$ cat src/rtl/ush_pkg.sv
package ush_pkg;
    typedef enum logic [1:0] {
        OP_HOLD = 2'b00,
        OP_SHR  = 2'b01,
        OP_SHL  = 2'b10,
        OP_LOAD = 2'b11
    } op_e;

    // Per-bit source choice: itself, neighbour on the left, neighbour on the right, load bit
    function automatic logic pick_next(input op_e o, input logic self_b,
                                       input logic left_b, input logic right_b,
                                       input logic load_b);
        logic r;
        case (o)
            OP_HOLD: r = self_b;
            OP_SHR:  r = left_b;
            OP_SHL:  r = right_b;
            default: r = load_b;
        endcase
        return r;
    endfunction
endpackage

$ cat src/rtl/ush_cell.sv
module ush_cell
    import ush_pkg::*;
(
    input  logic clk,
    input  logic rst,
    input  logic clr,
    input  op_e  op,
    input  logic from_left,
    input  logic from_right,
    input  logic load_bit,
    output logic q
);
    logic d;

    always_comb begin
        if (clr) d = 1'b0;
        else     d = pick_next(op, q, from_left, from_right, load_bit);
    end

    always_ff @(posedge clk) begin
        if (rst) q <= 1'b0;
        else     q <= d;
    end
endmodule

$ cat src/rtl/ush_bank.sv
module ush_bank
    import ush_pkg::*;
#(
    parameter int WIDTH = 4
) (
    input  logic             clk,
    input  logic             rst,
    input  logic             clr,
    input  op_e              op,
    input  logic             ser_l,
    input  logic             ser_r,
    input  logic [WIDTH-1:0] load_word,
    output logic [WIDTH-1:0] q
);
    localparam int TOP = WIDTH - 1;

    for (genvar i = 0; i < WIDTH; i++) begin : g_bit
        logic lft, rgt;
        if (i == TOP) begin : g_lend
            assign lft = ser_l;
        end else begin : g_lmid
            assign lft = q[i+1];
        end
        if (i == 0) begin : g_rend
            assign rgt = ser_r;
        end else begin : g_rmid
            assign rgt = q[i-1];
        end
        ush_cell u_cell (
            .clk       (clk),
            .rst       (rst),
            .clr       (clr),
            .op        (op),
            .from_left (lft),
            .from_right(rgt),
            .load_bit  (load_word[i]),
            .q         (q[i])
        );
    end
endmodule

$ cat src/rtl/ush_reg.sv
module ush_reg
    import ush_pkg::*;
#(
    parameter int WIDTH = 4
) (
    input  logic             clk,
    input  logic             rst,
    input  logic             clr,
    input  logic [1:0]       op,
    input  logic             ser_from_left,
    input  logic             ser_from_right,
    input  logic [WIDTH-1:0] par_in,
    output logic [WIDTH-1:0] par_out,
    output logic             left_out,
    output logic             right_out
);
    localparam int TOP = WIDTH - 1;

    op_e              op_q;
    logic [WIDTH-1:0] store;

    assign op_q = op_e'(op);

    ush_bank #(.WIDTH(WIDTH)) u_bank (
        .clk      (clk),
        .rst      (rst),
        .clr      (clr),
        .op       (op_q),
        .ser_l    (ser_from_left),
        .ser_r    (ser_from_right),
        .load_word(par_in),
        .q        (store)
    );

    assign par_out   = store;
    assign left_out  = store[TOP];
    assign right_out = store[0];
endmodule

$ cat config.mk
export PLATFORM = sky130hd
export DESIGN_NAME = ush_reg
export DESIGN_NICKNAME = d
export VERILOG_FILES = /design/src/rtl/ush_pkg.sv /design/src/rtl/ush_cell.sv /design/src/rtl/ush_bank.sv /design/src/rtl/ush_reg.sv
export SDC_FILE = /design/constraint.sdc
export NUM_CORES = 1
export LEC_CHECK = 0
export BUFFER_PORTS_ARGS = -buffer_cell sky130_fd_sc_hd__buf_2
export CAP_MARGIN = 0
export CORE_AREA = 3 3 40 42
export CTS_CLUSTER_DIAMETER = 30
export DETAILED_ROUTE_END_ITERATION = 12
export DIE_AREA = 0 0 43 45
export GPL_TIMING_DRIVEN = 0
export RECOVER_POWER = 25
export SYNTH_ARGS = -nofsm -noshare
export SYNTH_HDL_FRONTEND = slang
export SYNTH_SLANG_ARGS = --single-unit
export TNS_END_PERCENT = 50
$ cat constraint.sdc
create_clock -name clk -period 1.8 [get_ports clk]
set_input_delay 0.36 -clock clk [delete_from_list [all_inputs] [get_ports clk]]
set_output_delay 0.36 -clock clk [all_outputs]
set_load 0.1 [all_outputs]
==> key figures, run 1 <==
Run status
  – Run status: finished, final reports clean

Route
  – Routed Antenna Nets: 0
  – Routed wire length: 622 µm
  – WL/cell: 9.873 µm
  – Routed vias: roughly 270
  – DR vias/cell: 4.333
  – DR iter-0 viols: 3
  – TritonRoute pass-1 iters: 4
  – Remaining DRCs: 0

Worst setup path
  – Worst-path cell chain: buf_4 -> buf_2
  – CP Launch Point: u_bank.g_bit[2].u_cell.q
  – R2r setup slk: 0.93 ns
  – CP required: 1.44 ns
  – Critical path class: flip-flop to output port
  – Worst r2r src: u_bank.g_bit[1].u_cell.q
  – Worst flop-to-flop path endpoint: u_bank.g_bit[2].u_cell.q
  – CP peak stage delay: 0.41 ns
  – Worst-path maximum fanout: 4
  – CP max stage cell: buf_2
  – R2R depth: 2
  – Setup crit end kind: output port
  – CP arrival: 1.16 ns
  – CP startpoint kind: flip-flop
  – Worst path bufs/invs: 2
  – CP delay by family, top: buffers and inverters

Power and ir drop
  – Logic pwr share: around 36%
  – Clk pwr share: 33.1%
  – P_sw: approximately 120 µW
  – Leak: between 0.00015 and 0.0002 µW
  – Register share of total power: 30.8%
  – Switching part of the total: 37.55%
  – Worst vdd ir: between 0.00015 and 0.0002 V
  – PwrDens: 847.3 nW/µm²
  – Internal power: about 200 µW

Placement
  – Gpl congestion: roughly 0.63
  – Placed insts: 60
  – PortBufs: 16
  – Place WS: ~0.37 ns

STA
  – Worst Skew: around 0.0020 ns
  – Final setup fails: 0
  – Worst-margin pin slew: 0.4872 ns
  – Final setup margin: about 0.28 ns
  – Max Fclk: 659.7 MHz
  – Final Max Tran Viols: 0
  – RSZ-0062 raised after global routing: no
  – Setup TNS: 0 ns
  – Max transition margin: between 60% and 70%
  – Fin crit period: 1.516 ns
  – Final Cycle Share: 84.22%
  – Hold Vio Cnt, Final: 0

Clocking
  – Sink Count: 4
  – Post_cts resized: 0
  – Worst skew pair latency: 0.23 ns
  – Worst-path clk slew: 0.04 ns
  – Num CTS Buffers: 3
  – CTS max path bufs: 2
  – Cts hold-fix bufs: 0
  – Root buf cell: clkbuf_4
  – Depth of the CTS H-tree: 1
  – Post-CTS Setup Bufs: 0
  – CTS tree: done

Synthesis
  – EDFF count, synth: 0
  – Sequential-to-total area share from yosys stat: between 20% and 30%
  – Synth top area cells: dfxtp_1 (30%), ha_1 (14%), a221oi_1 (13%), buf_4 (11%), nor4_1 (9.3%)
  – Synth unique cells: 11
  – FF+latch count, synth: 4
  – YS warnings: 0
  – Synth Flop Type: dfxtp_1
  – Yosys top cell by area: dfxtp_1
  – Async S/R FF share, synth: 0%
  – Synth Area per Inst: 9.276 µm²
  – Syn Inst Count: 29
  – Mapped Nets: 43
  – Post-synth top cells: a221oi_1 (4), buf_4 (4), dfxtp_1 (4), nor4_1 (4)
  – Synth Cell Area: ~270 µm²
  – Top-area cell type share of the netlist area: about 30%

Layout
  – Share of layout cells above drive strength 1: roughly 50%
  – Fillers: 146
  – Max FFs per register: 4
  – # diodes: 0
  – Synthesis-to-layout area growth: 43.26%
  – Largest registers: u_bank.g_bit.u_cell.q x4
  – Post-layout nets: 64
  – Fin util: 29.99%
  – Layout Cells excl Fill: 63
  – Largest Register: u_bank.g_bit.u_cell.q

Floorplan
  – Die area: 1935 µm²
  – Die Ht: 45 µm
  – Core Area: 1285 µm²
  – Starting Density: 20.93%
  – IO Count: 17
  – Row Count: 13
  – Die Wd: 43 µm

Worst hold path
  – Worst hold stages: 2
  – Hold Startpoint: rst
  – Worst hold path type: input port to flip-flop
  – Hold Path End: u_bank.g_bit[1].u_cell.q

GRT
  – Vias in the first global route: 265
  – Pin count of the biggest net entering global routing: 5
  – Gr ovfl total: 0
  – Antenna violations before repair: 0
  – Global-route wire length before repair: 1028 µm
  – Total GRT Usage: slightly above 7%

Flow run
  – Max Cap Viol: 0
==> worst reg2reg max path: cells and delay by family (launching register included) <==
family          cells  cell delay, ns
compound gates      1            0.33
flops               1            0.33
simple gates        1            0.09
==> stage by stage <==
stage	instance area, µm²	hold slack, ns	total power (µW)
after global routing	385.4	0.3463	341.3
after CTS	390.4	0.3281	334.2
final	385.4	0.3347	326.5
after floorplan	269.0	0.4375	196.8
after detailed placement	367.9	0.5743	223.2
after global placement	367.9	0.5745	222.8
==> logic make-up after synthesis <==
group           share of synthesized area, %
compound gates                         21.86
buf+inv                                15.35
flops                                  29.77
fa+ha+maj                              13.95
simple gates                           19.07
==> area by class of cell <==
cell class / count / area, µm² / share of cell area (%)
multi-input cells: 18 / 142.6 / 37.01
repair buffers: 16 / 80.08 / 20.78
well taps: 15 / 18.77 / 4.870
plain buffers: 4 / 30.03 / 7.792
clock buffers: 3 / 22.52 / 5.844
flip-flops and latches: 4 / 80.08 / 20.78
inverters: 3 / 11.26 / 2.922
==> power groups by stage <==
stage / combinational (µW) / clock [µW] / sequential [µW]
6_report: 118 / 108 / 100
5_1_grt: 127 / 113 / 102
3_3_place_gp: 121 / 0 / 102
4_1_cts: 121 / 112 / 101
2_1_floorplan: 78.0 / 0 / 119
3_5_place_dp: 121 / 0 / 102
==> cell usage in the layout, fill, tap and decap left out <==
master | netlist | final
buf_2 | 0 | 16
a221oi_1 | 4 | 4
nor4_1 | 4 | 4
buf_4 | 4 | 4
dfxtp_1 | 4 | 4
inv_1 | 3 | 3
o22ai_1 | 3 | 3
ha_1 | 3 | 3
clkbuf_4 | 0 | 3
nand2b_2 | 0 | 1
or2_0 | 0 | 1
or3_1 | 1 | 1
o21ai_0 | 1 | 1
==> worst max-delay path by stage <==
stage	cells after the start	slack (ns)	endpoint
after global routing	2	0.24	par_out[1]
after global placement	6	0.38	u_bank.g_bit[1].u_cell.q
after floorplan	1	0.05	par_out[0]
after detailed placement	6	0.37	u_bank.g_bit[1].u_cell.q
after CTS	2	0.27	par_out[2]
final	2	0.28	par_out[2]
==> layer usage <==
metal	vias up	wire (µm)	track usage, %
met4	0	16	5.422
met3	2	43	0
met5	-	0	0
met2	12	302	11.98
met1	111	260	8.916
li1	148	-	-
No activity file was read; power rests on OpenSTA's default activity.
==> run 2, diff against run 1 <==
Clock period 1.8 ns to 1.5 ns, I/O delays scaled along.
==> key figures, run 2 (synthesis results as in run 1) <==
Floorplan
  – IO Count: 17 (unchanged)
  – Starting Density: 20.93% (unchanged)
  – Die area: 1935 µm² (unchanged)
  – Core Area: 1285 µm² (unchanged)
  – Row Count: 13 (unchanged)
  – Die Ht: 45 µm (unchanged)
  – Die Wd: 43 µm (unchanged)

Placement
  – Post-DP HPWL: 517.5 µm
  – Placed insts: 60 (unchanged)
  – Gpl congestion: 0.8174 (+30%)
  – PortBufs: 16 (unchanged)

Layout
  – Max FFs per register: 4 (unchanged)
  – Largest registers: u_bank.g_bit.u_cell.q x4
  – Layout Cells excl Fill: 63 (unchanged)
  – Largest Register: u_bank.g_bit.u_cell.q
  – Share of layout cells above drive strength 1: 50.00% (unchanged)
  – Post-layout nets: 64 (unchanged)
  – Synthesis-to-layout area growth: 46.05%
  – Most common cell after layout, fill and taps aside: buf_2
  – # diodes: 0 (unchanged)
  – Commonest cells after routing, fill and taps aside: buf_2 (14), a221oi_1 (4), nor4_1 (4), buf_4 (4), clkbuf_4 (4)

Clocking
  – CTS max path bufs: 2 (unchanged)
  – Worst skew pair latency: 0.23 ns (about the same)
  – Num CTS Buffers: 3 (unchanged)
  – Sink Count: 4 (unchanged)
  – Depth of the CTS H-tree: 1 (unchanged)
  – Root buf cell: clkbuf_4
  – Post-CTS Setup Bufs: 0 (unchanged)
  – Worst-path clk slew: 0.04 ns (about the same)
  – CTS tree: done

Route
  – DR vias/cell: 4.651 (+7.3%)
  – Routed Antenna Nets: 0 (unchanged)
  – TritonRoute pass-1 iters: 3 (-1)
  – DR iter-0 viols: 5 (+2)
  – Routed wire length: 631 µm (+1.4%)
  – Remaining DRCs: 0 (unchanged)
  – WL/cell: 10.02 µm (+1.4%)
  – Routed vias: 293 (+7.3%)

GRT
  – Gr ovfl total: 0 (unchanged)
  – Vias in the first global route: 253 (-4.5%)
  – Antenna violations before repair: 0 (unchanged)
  – Pin count of the biggest net entering global routing: 5 (unchanged)
  – Total GRT Usage: 7.744% (+0.58 points)
  – Global-route wire length before repair: 959 µm (-6.7%)

STA
  – Max transition margin: 67.88% (+0.13 points)
  – Final Cycle Share: 96.06%
  – Final setup fails: 0 (unchanged)
  – Fin crit period: 1.441 ns
  – Worst hold margin: 0.2876 ns (-0.04715 ns)
  – Hold Vio Cnt, Final: 0 (unchanged)
  – Max Fclk: 694.0 MHz
  – Setup TNS: 0 ns (unchanged)
  – Worst Skew: 0.001738 ns (-0.0002478 ns)
  – Worst-margin pin slew: 0.4852 ns (-0.002014 ns)
  – RSZ-0062 raised after global routing: no
  – Final Max Tran Viols: 0 (unchanged)

Worst setup path
  – CP arrival: 1.14 ns (-0.02 ns)
  – CP peak stage delay: 0.41 ns (about the same)
  – Setup crit end kind: output port
  – CP required: 1.20 ns (-0.24 ns)
  – CP max stage cell: buf_2
  – Critical path class: flip-flop to output port
  – Worst-path cell chain: buf_4 -> buf_2
  – Worst-path maximum fanout: 4 (unchanged)
  – CP startpoint kind: flip-flop

Worst hold path
  – Worst hold path type: input port to flip-flop

Flow run
  – Max Cap Viol: 0 (unchanged)

Power and ir drop
  – PwrDens: 1006 nW/µm² (+19%)
  – Leak: 0.0001996 µW (+0.33%)
  – Worst vdd ir: 0.0002877 V (+74%)

Run status
  – Run status: finished, final reports clean
## run 2: cell count changes in the layout (fill, tap and decap cells not counted)
cell,previous run,this run
dfxtp_1,4,3
clkbuf_4,3,4
dfxtp_2,0,1
nand2b_4,0,1
nand2b_2,1,0
clkbuf_1,0,1
buf_2,16,14
## run 2: layer usage
metal	GRT usage, %	wire length (µm)	up-vias
met1	8.916	310	119
met2	8.084	202	21
li1	-	-	147
met4	14.46	50	0
met5	0	0	-
met3	1.992	68	6
## run 2: what timing repair did
action	4_1_cts	5_1_grt
endpoints found under the setup margin	0	1
hold buffers	0	0
endpoints found under the hold margin	0	0
resized for setup	0	1
## run 2: where the power goes
group	leakage (µW)	total (µW)	internal (µW)	switching [µW]
sequential	0.0000332	121	114	7.20
combinational	0.000153	146	44.3	101
clock	0.0000138	129	89.2	39.6
## run 2: area by class of cell
cell class	instances	area, µm²
Clock buffer	3	22.52
Tap cell	15	18.77
Inverter	3	11.26
Fill cell	144	892.1
Sequential cell	4	81.33
Timing Repair Buffer	16	81.33
Buffer	4	30.03
Multi-Input combinational cell	18	147.6
## run 2: metrics by stage
step | worst slack [ns] | utilization (%) | instance area, µm² | power (µW)
floorplan | -0.1910 | - | 270.3 | 236.5
global placement | 0.1326 | 28.72 | 369.1 | 267.7
detailed placement | 0.1357 | 28.72 | 369.1 | 267.7
CTS | 0.05140 | 30.48 | 391.6 | 403.2
global route | 0.02416 | 30.57 | 392.9 | 419.9
finish | 0.05907 | 30.57 | 392.9 | 395.3
## run 2: worst max-delay path: cells and delay by family (launching register included)
family   cells  cell delay (ns)
buf+inv      2             0.54
flops        1             0.38
## run 2: path summary, 6_finish.rpt
| check | cells past startpoint | endpoint | from | slack, ns |
|---|---|---|---|---|
| worst max-delay path | 2 | par_out[3] | u_bank.g_bit[3].u_cell.q | 0.06 |
| worst min-delay path | 2 | u_bank.g_bit[0].u_cell.q | rst | 0.29 |
| worst max register to register | 2 | u_bank.g_bit[1].u_cell.q | u_bank.g_bit[2].u_cell.q | 0.64 |
| worst min register to register | 2 | u_bank.g_bit[0].u_cell.q | u_bank.g_bit[0].u_cell.q | 0.59 |
